## config.mk

```make
export PLATFORM = sky130hd
export DESIGN_NAME = excl_monitor
export DESIGN_NICKNAME = d
export VERILOG_FILES = /design/src/rtl/excl_pkg.sv /design/src/rtl/excl_req_decode.sv /design/src/rtl/excl_match.sv /design/src/rtl/excl_fsm.sv /design/src/rtl/excl_monitor.sv
export SDC_FILE = /design/constraint.sdc
export NUM_CORES = 1
export LEC_CHECK = 0
export BUFFER_PORTS_ARGS = -buffer_cell sky130_fd_sc_hd__buf_2
export CAP_MARGIN = 25
export CELL_PAD_IN_SITES_DETAIL_PLACEMENT = 0
export CELL_PAD_IN_SITES_GLOBAL_PLACEMENT = 1
export CORE_UTILIZATION = 35
export DETAILED_ROUTE_END_ITERATION = 7
export GPL_TIMING_DRIVEN = 1
export PLACE_DENSITY = 0.81
export SETUP_SLACK_MARGIN = 0.3
export SLEW_MARGIN = 20
export SYNTH_ARGS = -nofsm -noshare
export SYNTH_HDL_FRONTEND = slang
export SYNTH_SLANG_ARGS = --single-unit
```

## constraint.sdc

```tcl
create_clock -name clk -period 2.55 [get_ports clk]
set_input_delay 0.51 -clock clk [delete_from_list [all_inputs] [get_ports clk]]
set_output_delay 0.51 -clock clk [all_outputs]
set_load 0.005 [all_outputs]
```

## src/rtl/excl_pkg.sv

```systemverilog
package excl_pkg;

    typedef enum logic [1:0] {
        RK_LOAD  = 2'b00,
        RK_STORE = 2'b01,
        RK_LDX   = 2'b10,
        RK_STX   = 2'b11
    } req_kind_e;

    typedef enum logic [1:0] {
        SZ_BYTE = 2'd0,
        SZ_HALF = 2'd1,
        SZ_WORD = 2'd2,
        SZ_RSVD = 2'd3
    } acc_size_e;

    typedef enum logic {
        MON_OPEN  = 1'b0,
        MON_ARMED = 1'b1
    } mon_state_e;

endpackage

```

## src/rtl/excl_req_decode.sv

```systemverilog
module excl_req_decode
    import excl_pkg::*;
#(
    parameter int ADDR_W    = 32,
    parameter int GRAN_LOG2 = 2,
    localparam int WA_W     = ADDR_W - GRAN_LOG2
) (
    input  logic              req_valid,
    input  logic [1:0]        req_kind,
    input  logic [ADDR_W-1:0] req_addr,
    input  logic [1:0]        req_size,
    output logic              is_ldx,
    output logic              is_stx,
    output logic              is_plain_st,
    output logic              aligned,
    output logic [WA_W-1:0]   req_word
);

    typedef logic [GRAN_LOG2-1:0] low_t;

    low_t      low_bits;
    low_t      size_mask;
    req_kind_e kind;

    always_comb begin
        kind        = req_kind_e'(req_kind);
        is_ldx      = req_valid && (kind == RK_LDX);
        is_stx      = req_valid && (kind == RK_STX);
        is_plain_st = req_valid && (kind == RK_STORE);
    end

    always_comb begin
        low_bits  = req_addr[GRAN_LOG2-1:0];
        size_mask = low_t'((32'd1 << req_size) - 32'd1);
        aligned   = (acc_size_e'(req_size) != SZ_RSVD) &&
                    ((low_bits & size_mask) == '0);
        req_word  = req_addr[ADDR_W-1:GRAN_LOG2];
    end

endmodule

```

## src/rtl/excl_match.sv

```systemverilog
module excl_match #(
    parameter int ADDR_W    = 32,
    parameter int GRAN_LOG2 = 2,
    localparam int WA_W     = ADDR_W - GRAN_LOG2
) (
    input  logic              armed,
    input  logic [WA_W-1:0]   resv_word,
    input  logic [1:0]        resv_size,
    input  logic [WA_W-1:0]   req_word,
    input  logic [1:0]        req_size,
    input  logic              snp_valid,
    input  logic [ADDR_W-1:0] snp_addr,
    output logic              req_hits_resv,
    output logic              snp_hits_resv,
    output logic              snp_hits_req
);

    logic [WA_W-1:0] snp_word;
    logic            unused_snp_low;

    assign snp_word       = snp_addr[ADDR_W-1:GRAN_LOG2];
    assign unused_snp_low = ^snp_addr[GRAN_LOG2-1:0];

    always_comb begin
        req_hits_resv = armed && (req_word == resv_word) && (req_size == resv_size);
        snp_hits_resv = armed && snp_valid && (snp_word == resv_word);
        snp_hits_req  = snp_valid && (snp_word == req_word);
    end

endmodule

```

## src/rtl/excl_fsm.sv

```systemverilog
module excl_fsm
    import excl_pkg::*;
#(
    parameter int ADDR_W    = 32,
    parameter int GRAN_LOG2 = 2,
    localparam int WA_W     = ADDR_W - GRAN_LOG2
) (
    input  logic            clk,
    input  logic            rst_n,
    input  logic            is_ldx,
    input  logic            is_stx,
    input  logic            is_plain_st,
    input  logic            aligned,
    input  logic [WA_W-1:0] req_word,
    input  logic [1:0]      req_size,
    input  logic            clear_excl,
    input  logic            exc_entry,
    input  logic            req_hits_resv,
    input  logic            snp_hits_resv,
    input  logic            snp_hits_req,
    output logic            armed,
    output logic [WA_W-1:0] resv_word,
    output logic [1:0]      resv_size,
    output logic            wr_grant,
    output logic            stx_done,
    output logic            stx_status
);

    mon_state_e st_q, st_n;
    logic       kill;
    logic       ldx_take;
    logic       load_resv;
    logic       stx_ok;

    assign armed = (st_q == MON_ARMED);

    always_comb begin
        kill     = clear_excl || exc_entry || snp_hits_resv;
        ldx_take = is_ldx && aligned && !clear_excl && !exc_entry && !snp_hits_req;
        stx_ok   = is_stx && armed && aligned && req_hits_resv && !kill;
    end

    always_comb begin
        st_n      = st_q;
        load_resv = 1'b0;
        unique case (st_q)
            MON_OPEN: begin
                if (ldx_take) begin
                    st_n      = MON_ARMED;
                    load_resv = 1'b1;
                end
            end
            MON_ARMED: begin
                if (is_ldx) begin
                    if (ldx_take) begin
                        load_resv = 1'b1;
                    end else begin
                        st_n = MON_OPEN;
                    end
                end else if (is_stx || kill) begin
                    st_n = MON_OPEN;
                end
            end
            default: st_n = MON_OPEN;
        endcase
    end

    always_ff @(posedge clk) begin
        if (!rst_n) begin
            st_q      <= MON_OPEN;
            resv_word <= '0;
            resv_size <= '0;
        end else begin
            st_q <= st_n;
            if (load_resv) begin
                resv_word <= req_word;
                resv_size <= req_size;
            end
        end
    end

    always_ff @(posedge clk) begin
        if (!rst_n) begin
            wr_grant   <= 1'b0;
            stx_done   <= 1'b0;
            stx_status <= 1'b0;
        end else begin
            wr_grant   <= is_plain_st || stx_ok;
            stx_done   <= is_stx;
            stx_status <= is_stx && !stx_ok;
        end
    end

endmodule

```

## src/rtl/excl_monitor.sv

```systemverilog
module excl_monitor #(
    parameter int ADDR_W    = 32,
    parameter int GRAN_LOG2 = 2
) (
    input  logic              clk,
    input  logic              rst_n,
    input  logic              req_valid,
    input  logic [1:0]        req_kind,
    input  logic [ADDR_W-1:0] req_addr,
    input  logic [1:0]        req_size,
    input  logic              clear_excl,
    input  logic              exc_entry,
    input  logic              snp_valid,
    input  logic [ADDR_W-1:0] snp_addr,
    output logic              wr_grant,
    output logic              stx_done,
    output logic              stx_status,
    output logic              mon_armed
);

    localparam int WA_W = ADDR_W - GRAN_LOG2;

    logic            is_ldx, is_stx, is_plain_st, aligned;
    logic [WA_W-1:0] req_word, resv_word;
    logic [1:0]      resv_size;
    logic            armed;
    logic            req_hits_resv, snp_hits_resv, snp_hits_req;

    excl_req_decode #(.ADDR_W(ADDR_W), .GRAN_LOG2(GRAN_LOG2)) u_dec (
        .req_valid   (req_valid),
        .req_kind    (req_kind),
        .req_addr    (req_addr),
        .req_size    (req_size),
        .is_ldx      (is_ldx),
        .is_stx      (is_stx),
        .is_plain_st (is_plain_st),
        .aligned     (aligned),
        .req_word    (req_word)
    );

    excl_match #(.ADDR_W(ADDR_W), .GRAN_LOG2(GRAN_LOG2)) u_match (
        .armed         (armed),
        .resv_word     (resv_word),
        .resv_size     (resv_size),
        .req_word      (req_word),
        .req_size      (req_size),
        .snp_valid     (snp_valid),
        .snp_addr      (snp_addr),
        .req_hits_resv (req_hits_resv),
        .snp_hits_resv (snp_hits_resv),
        .snp_hits_req  (snp_hits_req)
    );

    excl_fsm #(.ADDR_W(ADDR_W), .GRAN_LOG2(GRAN_LOG2)) u_fsm (
        .clk           (clk),
        .rst_n         (rst_n),
        .is_ldx        (is_ldx),
        .is_stx        (is_stx),
        .is_plain_st   (is_plain_st),
        .aligned       (aligned),
        .req_word      (req_word),
        .req_size      (req_size),
        .clear_excl    (clear_excl),
        .exc_entry     (exc_entry),
        .req_hits_resv (req_hits_resv),
        .snp_hits_resv (snp_hits_resv),
        .snp_hits_req  (snp_hits_req),
        .armed         (armed),
        .resv_word     (resv_word),
        .resv_size     (resv_size),
        .wr_grant      (wr_grant),
        .stx_done      (stx_done),
        .stx_status    (stx_status)
    );

    assign mon_armed = armed;

endmodule

```

==> Word-level counts from Yosys, hierarchy flattened <==
Index checks and enable logic that the tools add are counted.
{ "word_totals": {"elab_cells": 52, "in_bits": 74, "output_inout_bits": 4, "register_bits": 36} }
{ "classes": {"mux": 6, "addsub": 1, "reduce_logical": 28, "bitwise": 2, "shifts": 1, "n_eq_ne": 8} }
{ "ops": {"columns": ["operator", "count"], "rows": [
  ["30-bit == test", 3],
  ["1-bit logical AND", 18],
  ["1-bit logical NOT", 5],
  ["2-bit == test (second input constant)", 2],
  ["1-bit logical OR", 4],
  ["1-bit two-way mux", 4],
  ["1-bit one-hot mux with 2 select lines", 2],
  ["2-bit bitwise AND", 1],
  ["2-bit by 1-bit == test with 1-bit output (second input constant)", 1],
  ["2-bit == test", 1],
  ["2-bit logical NOT", 1],
  ["2-bit != test (second input constant)", 1],
  ["1-bit by 2-bit << shifter with 2-bit output (first input constant)", 1],
  ["2-bit by 1-bit subtractor with 2-bit output (second input constant)", 1],
  ["1-bit inverter", 1]
]} }

==> Logic depth before layout (Yosys ltp) <==
Gate-level depths: netlist of run 1.
{ "depth": {"ltp_word": 12, "ltp_mapped": 6, "mapped_depth_nobuf": 5} }

==> Cells and area by module <==
A second synthesis of run 1 with hierarchy kept.
{ "unflattened": {"cells_unflattened": 313, "area_unflattened_um2": 2696.3} }
{ "modules_own_cells": {"columns": ["module", "n_inst", "cells_each", "area_each_um2", "seq_area_each_um2"], "rows": [
  ["excl_fsm", 1, 152, 1422.6, 720.7],
  ["excl_match", 1, 125, 1012.2, 0.0],
  ["excl_req_decode", 1, 36, 261.5, 0.0]
]} }

==> Worst setup path before layout of run 1 <==
Ideal clock, no wire load.
{ "synth_timing": {"path_kind": "input -> register", "from": "input snp_addr[19]", "to": "register u_fsm.wr_grant", "stages": 5, "required_time_ps": 2434, "t_arrival_ps": 1774, "path_slack_ps": 660, "setup_time_ps": 116, "path_buffers": 0, "path_cell_list": "xor2_1 -> or4_1 -> nor4_2 -> a21oi_1 -> a41o_1"} }
{ "synth_between": {"elab_chain_len": 6} }
{ "synth_rtl": {"columns": ["element", "line", "text"], "rows": [
  ["start: declaration", "excl_monitor.sv:14", "input logic [ADDR_W-1:0] snp_addr,"],
  ["30-bit == test", "excl_match.sv:26", "snp_hits_resv = armed && snp_valid && (snp_word == resv_word);"],
  ["1-bit logical AND", "excl_match.sv:26", null],
  ["1-bit logical OR", "excl_fsm.sv:38", "kill = clear_excl || exc_entry || snp_hits_resv;"],
  ["1-bit logical NOT", "excl_fsm.sv:40", "stx_ok = is_stx && armed && aligned && req_hits_resv && !kill;"],
  ["1-bit logical AND", "excl_fsm.sv:40", null],
  ["1-bit logical OR", "excl_fsm.sv:88", "wr_grant <= is_plain_st || stx_ok;"],
  ["end signal: assignment", "excl_fsm.sv:88", null],
  ["end: declaration", "excl_fsm.sv:24", "output logic wr_grant,"]
]} }
Every way passes these cells.
A chain may end at the register's enable or synchronous reset.

==> Final worst setup path of run 1 <==
{ "layout_timing": {"from": "input req_size[0]", "to": "register u_fsm.resv_word[3]"} }
{ "layout_between": {"elab_chain_len": 12, "word_cells_on_any_way": 13, "classes_between": "1 x add/sub; 1 x eq/ne; 1 x shift; 3 x mux; 1 x bitwise; 6 x reduce/logical"} }
{ "layout_rtl": {"columns": ["element", "line", "text"], "rows": [
  ["start: declaration", "excl_monitor.sv:10", "input logic [1:0] req_size,"],
  ["1-bit by 2-bit << shifter with 2-bit output", "excl_req_decode.sv:34", "size_mask = low_t'((32'd1 << req_size) - 32'd1);"],
  ["2-bit by 1-bit subtractor with 2-bit output", "excl_req_decode.sv:34", null],
  ["2-bit bitwise AND", "excl_req_decode.sv:36", "((low_bits & size_mask) == '0);"],
  ["2-bit logical NOT", "excl_req_decode.sv:36", null],
  ["1-bit logical AND (*)", "excl_req_decode.sv:35", "aligned = (acc_size_e'(req_size) != SZ_RSVD) &&"],
  ["1-bit logical AND (*) (4 in series)", "excl_fsm.sv:39", "ldx_take = is_ldx && aligned && !clear_excl && !exc_entry && !snp_hits_req;"],
  ["1-bit two-way mux (*)", "excl_fsm.sv:48, excl_fsm.sv:55", null],
  ["1-bit two-way mux", "excl_fsm.sv:54", "if (is_ldx) begin"],
  ["1-bit one-hot mux with 2 select lines (*)", "excl_fsm.sv:46", "unique case (st_q)"],
  ["end signal: assignment", "excl_fsm.sv:76", "resv_word <= req_word;"],
  ["end: declaration", "excl_fsm.sv:22", "output logic [WA_W-1:0] resv_word,"]
]} }
Mark *: on every way between the ends. The rest lies on a longest branch, timed or not.

==> impl_metrics.ini, run 1 <==
[clock_network]
clockBufferDepth = 2
clk_pin_slew_ps = 70
cts.repair.resized = 0
cts-root-buf = clkbuf_8
cts_setup_buffers = 0
cts_tree = done
postCtsHoldBufs = 0
cts.sinks = 36
numCtsBuffers = 5
insertion_delay_ps = 290
htreeDepth = 2

[hold_path]
hold_start = u_fsm.resv_size[0]
worstHoldPathType = reg2reg

[sta]
finalCritPeriodShare = 0.792
fin_crit_ps = 2020
finalMaxSlewViolations = 0
slew_headroom = 0.671
timing.fmax_ghz = 0.495
setup_viol = 0
rsz0062_at_grt = no
setup_tns_ps = 0
finalHoldViolations = 0
tightest_slew_ps = 489
skew_ps = 7.20

[global_route]
grt_pass1_wl_um = 10300
use_met1 = 0.260
grtUsageMet2 = 0.300
use_met3 = 0.0371
track_usage = 0.188
grt_max_degree = 67
overflow = 0
grt-busiest-layer = met2
first_global_vias = 2090
antenna_found_initial = 0

[routing]
vias = 2179
drt_iter0_markers = 124
via_per_inst = 4.76
ant_nets = 0
drc = 0
wire_per_inst_um = 14.6
wirelength_um = 6670
dr.pass1.iters = 4

[pwr]
p_per_area_mw_per_mm2 = 410
leakagePower_uw = 0.00114
total_power_uw = 1260
ir_drop_mv = 0.211

[layout]
diodes = 0
seq_area_um2 = 721
nFillCells = 712
fin_nets = 435
syn_to_final_growth_pct = 23.4
multi_input_area_mm2 = 0.00170
final_layout_size_suffix_gt1_frac = 0.246

[critical_path]
cp-startpoint = req_size[0]
start_kind = input port
worstSetupEndpointType = register
path_max_fanout = 21
cp_data_arrival_time_ps = 2240
required_ps = 2770
r2r-start = u_fsm.resv_word[17]
path_class = in2reg

[logic_synthesis]
ys_async_sr_fraction = 0
synthesis.nets = 359
netlist-cell-type-count = 30
yosys_warnings = 0
syn_avg_cell_area_um2 = 8.71
synth_flop_cell = dfxtp_1
synth-seq-cells = 36
syn_area_mm2 = 0.00248
ys_seq_area_frac = 0.290
synth_edf_count = 0
postSynthCellCount = 285

[floorplanning]
die_w_um = 86.2
pin_count = 78
die_area_mm2 = 0.00743
initial_core_util = 0.363
fp-row-count = 30
core-area_mm2 = 0.00683
die_h_um = 86.2

[placement]
dp.final_hpwl_um = 5360
portBuffers = 75
gp_congestion = 0.832

[flow_run]
drv_cap = 0

[run_status]
outcome = complete, no violations
critical path: stages:
cell,delay [ps]
buf_2,130
nor3_1,180
o21ai_1,150
or4_4,460
a21oi_4,340
buf_12,250
mux2i_1,200
metrics by stage:
step / utilization / area [um2] / hold WS (ps) / cells / setup WS (ps)
global placement: 0.435 / 2970 / 457 / 450 / 257
finish: 0.448 / 3060 / 479 / 458 / 531
CTS: 0.448 / 3060 / 480 / 458 / 523
floorplan: - / 2480 / 446 / 285 / 660
detailed placement: 0.435 / 2970 / 470 / 450 / 233
global route: 0.448 / 3060 / 494 / 458 / 374
cell usage after synthesis (all sizes together), types with 2 or more instances:
cell type	n	area, um2
mux2i	32	320
dfxtp	36	721
nor4	9	62.6
nor2	2	7.51
nand4	16	106
o21ai	2	10.0
nand2	68	255
buf	3	33.8
or4	2	18.8
xnor2	72	631
clkbuf	7	26.3
a21oi	3	26.3
nand3	3	15.0
xor2	19	166
cell usage in the layout, fill, tap and decap left out, drive strengths merged:
| master | count |
|---|---|
| nor3 | 1 |
| nand3 | 3 |
| a21oi | 3 |
| a2111o | 1 |
| o21ai | 2 |
| o21a | 1 |
| inv | 1 |
| a41o | 1 |
| and4b | 1 |
| buf | 79 |
| a21boi | 1 |
| and2 | 1 |
| dfxtp | 36 |
| xor2 | 19 |
| nand4 | 16 |
| nor4 | 9 |
| xnor2 | 72 |
| and3 | 1 |
| or4 | 2 |
| mux2i | 32 |
| nor2 | 2 |
| nor3b | 1 |
| clkbuf | 8 |
| nand2 | 68 |
| a211oi | 1 |
layer usage:
layer,share of wire,vias up
li1,-,1106
met1,0.47,993
met2,0.45,75
met3,0.071,5
met4,0.0075,0
met5,0,-
registers in the layout, summed over array words and instances (netlist names):
name / flops
u_fsm.stx_status: 1
u_fsm.stx_done: 1
u_fsm.wr_grant: 1
u_fsm.armed: 1
u_fsm.resv_size: 2
u_fsm.resv_word: 30
report_power, final:
part	switching [uW]	internal [uW]	total [uW]
sequential	4.12	567	571
clock	203	221	424
combinational	137	124	261
worst paths after layout:
check,to,slack [ps],depth (start not counted)
setup / recovery,u_fsm.resv_word[3],530,7
hold / removal,u_fsm.resv_size[0],480,2
setup reg to reg,u_fsm.wr_grant,580,5
hold reg to reg,u_fsm.resv_size[0],480,2
kinds of logic (layout without fill, tap and decap cells):
kind of cell              Yosys count  after routing  synth area share
muxes                              32             32             0.129
xor gates and xnor gates           91             91             0.321
AOI/OAI and AO/OA                  10             10            0.0323
DFF                                36             36             0.290
and+or+nand+nor                   105            105             0.202
buffers and inverters              11             88            0.0257
layout make-up:
class,count,share of cell area
clock buffers,8,0.0294
repair buffers,79,0.141
multi-input cells,238,0.554
inverters,1,0.00123
well taps,96,0.0392
flip-flops and latches,36,0.235
Power figures use the tool's default switching activity.
==> inputs of run 2 (changes only) <==
Settings changed: CORE_UTILIZATION 35 to 34, PLACE_DENSITY 0.81 to 0.83.
Clock period 2.55 ns to 1.75 ns, I/O delays scaled along.
==> impl_metrics.ini, run 2 (synthesis results as in run 1) <==
[critical_path]
slowest_stage = or4_4
worstSetupEndpointType = register
slowest_delay_ps = 440
required_ps = 1980
ff2ff_path_depth = 5
start_kind = input port
path_cells = buf_8 > nor3_4 > o21ai_2 > or4_4 > a21oi_4 > buf_6 > clkbuf_16 > mux2i_1
path_max_fanout = 5
path_class = in2reg
cp_data_arrival_time_ps = 1870

[routing]
drt_iter0_markers = 111
wire_per_inst_um = 14.3
dr.pass1.iters = 4
drc = 0
via_per_inst = 4.78
ant_nets = 0
wirelength_um = 7090
vias = 2375

[global_route]
overflow = 0
grt_pass1_wl_um = 11200
first_global_vias = 2361
track_usage = 0.199
antenna_found_initial = 0
grt_max_degree = 37

[sta]
tightest_slew_ps = 303
setup_viol = 0
skew_ps = 4.03
finalHoldViolations = 0
finalMaxSlewViolations = 0
slew_headroom = 0.796
fin_crit_ps = 1640
finalCritPeriodShare = 0.939
rsz0062_at_grt = yes
timing.fmax_ghz = 0.609

[clock_network]
insertion_delay_ps = 290
postCtsHoldBufs = 0
clk_pin_slew_ps = 80
cts_tree = done
numCtsBuffers = 5
cts.sinks = 36
clockBufferDepth = 2
htreeDepth = 2
cts-root-buf = clkbuf_8

[hold_path]
worstHoldPathType = in2reg
whs_path_depth = 3

[pwr]
leakagePower_uw = 0.00144
p_per_area_mw_per_mm2 = 537
ir_drop_mv = 0.284
total_power_uw = 1930

[placement]
placed_area_mm2 = 0.00319
dp.final_hpwl_um = 5410
portBuffers = 75
gp_congestion = 0.816

[floorplanning]
core-area_mm2 = 0.00691
fp-row-count = 30
initial_core_util = 0.359
die_area_mm2 = 0.00765
die_w_um = 87.4
die_h_um = 87.4
pin_count = 78

[layout]
top_register = u_fsm.resv_word
seq_area_um2 = 723
final_layout_size_suffix_gt1_frac = 0.362
final_common_cell = buf_2
top_regs = u_fsm.resv_word (30), u_fsm.resv_size (2)
fin_nets = 474
largest_reg_flops = 30
syn_to_final_growth_pct = 44.4
nFillCells = 685
multi_input_area_mm2 = 0.00182
final_util = 0.519
layout_common_cells = buf_2, nand2_1, xnor2_1
diodes = 0
fin_area_mm2 = 0.00358

[run_status]
outcome = complete, no violations

[flow_run]
drv_cap = 0
[run 2: path summary, 6_finish.rpt]
path,slack (ps),start,end
min reg2reg,470,u_fsm.resv_size[1],u_fsm.resv_size[1]
max,110,req_size[0],u_fsm.resv_word[0]
max reg2reg,110,u_fsm.resv_word[17],u_fsm.wr_grant
min,330,req_addr[29],u_fsm.resv_word[27]
[run 2: layout make-up]
class	instances	area share
Timing Repair Buffer	118	0.230
Clock buffer	8	0.0251
Sequential cell	36	0.202
Multi-Input combinational cell	238	0.509
Inverter	1	0.00105
Tap cell	96	0.0335
[run 2: routing by layer]
metal	global-route usage	routed length [um]	up-vias
met5	0	0	-
met4	0.0849	159	0
met3	0.0389	340	14
met2	0.338	3320	60
met1	0.243	3270	1113
li1	-	-	1188
[run 2: where the power goes]
| group | total (uW) | switching (uW) | internal, uW |
|---|---|---|---|
| combinational | 460 | 225 | 235 |
| clock | 634 | 312 | 322 |
| sequential | 832 | 5.91 | 826 |
| total | 1930 | 543 | 1380 |
[run 2: timing repair]
action | CTS | global route
gates cloned | 2 | 1
pin swaps | 3 | 1
setup endpoints to repair | 35 | 35
gates resized for setup | 23 | 9
setup buffers | 8 | 1
[run 2: stage by stage]
stage | setup TNS (ps) | std cells | worst slack [ps] | hold slack, ps
finish | 0 | 497 | 107 | 329
floorplan | 0 | 285 | 82.6 | 446
global placement | -2480 | 477 | -119 | 455
global route | 0 | 497 | 7.11 | 328
detailed placement | -3140 | 477 | -132 | 467
CTS | 0 | 495 | 110 | 327
[run 2: worst max-delay path, delay by kind of cell]
family	cells	cell delay (ps)
AO/OA/AOI/OAI	2	310
buffers and inverters	3	420
multiplexers	1	170
AND/OR/NAND/NOR	2	610
==> inputs of run 3 (changes only) <==
==> constraint.sdc (replaced) <==
create_clock -name clk -period 1.75 [get_ports clk]
set_input_delay 0.35 -clock clk [delete_from_list [all_inputs] [get_ports clk]]
set_output_delay 0.35 -clock clk [all_outputs]
set_load 0.1 [all_outputs]
==> impl_metrics.ini, run 3 (synthesis results as in run 1) <==
[run_status]
outcome = complete, no violations

[floorplanning]
initial_core_util = 0.359
die_h_um = 87.4
die_area_mm2 = 0.00765
pin_count = 78
fp-row-count = 30
die_w_um = 87.4
core-area_mm2 = 0.00691

[routing]
drt_iter0_markers = 104
wire_per_inst_um = 14.9
via_per_inst = 4.78
dr.pass1.iters = 4
vias = 2411
wirelength_um = 7520
drc = 0
ant_nets = 0

[placement]
portBuffers = 75
dp.cells = 488
gp_congestion = 0.837
preCtsSetupSlack_ps = -196
dp.final_hpwl_um = 5830

[global_route]
overflow = 0
antenna_found_initial = 0
track_usage = 0.212
first_global_vias = 2446
grt_max_degree = 29
grt_pass1_wl_um = 12000

[sta]
setup_viol = 0
finalHoldViolations = 0
fin_ws_ps = 95.1
rsz0062_at_grt = yes
tightest_slew_ps = 487
finalCritPeriodShare = 0.946
timing.fmax_ghz = 0.604
fin_crit_ps = 1650
slew_headroom = 0.678
skew_ps = 6.56
finalMaxSlewViolations = 0

[layout]
syn_to_final_growth_pct = 57.0
top_regs = u_fsm.resv_word (30), u_fsm.resv_size (2)
largest_reg_flops = 30
fin_nets = 481
diodes = 0
multi_input_area_mm2 = 0.00197
final_util = 0.564
seq_area_um2 = 731
finalNonFillerCells = 504
layout_common_cells = nand2_1, buf_2, xnor2_1
nFillCells = 632
final_common_cell = nand2_1
final_layout_size_suffix_gt1_frac = 0.422
top_register = u_fsm.resv_word

[clock_network]
postCtsHoldBufs = 0
numCtsBuffers = 5
cts.sinks = 36
cts-root-buf = clkbuf_8
insertion_delay_ps = 290
htreeDepth = 2
clk_pin_slew_ps = 70
clockBufferDepth = 2
cts_tree = done

[critical_path]
ff2ff_path_depth = 5
cp-startpoint = u_fsm.resv_word[4]
required_ps = 1940
start_kind = register
reg2reg_slack_ps = 100
cp_data_arrival_time_ps = 1840
r2r-start = u_fsm.resv_word[4]
worstSetupEndpointType = register
path_max_fanout = 2
path_class = reg2reg
r2r-end = u_fsm.wr_grant

[flow_run]
drv_cap = 0

[pwr]
leakagePower_uw = 0.00158
ir_drop_mv = 0.311
p_per_area_mw_per_mm2 = 514

[hold_path]
min_delay_worst_endpoint = u_fsm.resv_word[5]
hold_start = req_addr[7]
whs_path_depth = 3
worstHoldPathType = in2reg
[run 3: cell count changes in the layout (fill, tap and decap cells not counted), moves of 3 or more]
cell     before  now
buf_2        73   59
buf_4        32   39
xnor2_4       0    3
buf_6         6   18
nor4_2        1    4
xnor2_2       4   16
xnor2_1      68   53
[run 3: routing by layer]
metal  global-route usage  share of wire  up-vias
li1                     -              -     1214
met1                0.261           0.44     1126
met2                0.371           0.50       57
met3               0.0436          0.038       14
met4               0.0596          0.018        0
met5                    0              0        -
[run 3: final cells by class]
cell class                      count  share of cell area
Clock buffer                        8              0.0231
Inverter                            1            0.000963
Multi-Input combinational cell    238               0.505
Sequential cell                    36               0.188
Tap cell                           96              0.0308
Timing Repair Buffer              125               0.252
[run 3: worst max-delay path, stage by stage (launching register included)]
cell and delay, ps:
dfxtp_2 330, xor2_1 170, or4_4 530, nor4_4 200, a21oi_2 110, a41o_1 210
[run 3: repair_timing]
item | in CTS | in global routing
cloned | 4 | 0
gates resized for setup | 33 | 43
pin swaps | 12 | 23
endpoints found under the setup margin | 35 | 36
setup buffers | 4 | 0
[run 3: worst max path at each step]
stage | to | slack (ps)
2_1_floorplan | u_fsm.resv_size[0] | 80
3_3_place_gp | u_fsm.resv_word[20] | -140
3_5_place_dp | u_fsm.resv_word[1] | -200
4_1_cts | u_fsm.wr_grant | 50
5_1_grt | u_fsm.wr_grant | 40
6_report | u_fsm.wr_grant | 100
[run 3: metrics by stage]
step | area (um2) | total power, uW | setup TNS, ps | hold WS (ps)
after floorplan | 2500 | 1060 | 0 | 446
after global placement | 3290 | 1300 | -3910 | 455
after detailed placement | 3290 | 1310 | -5400 | 466
after CTS | 3680 | 1970 | 0 | 324
after global routing | 3900 | 2090 | 0 | 351
final | 3900 | 2000 | 0 | 343
[run 3: where the power goes]
group	switching, uW	leakage (uW)	internal (uW)
Sequential	6.23	0.000293	823
Combinational	261	0.00124	294
Clock	295	0.0000455	321
Total	562	0.00158	1440
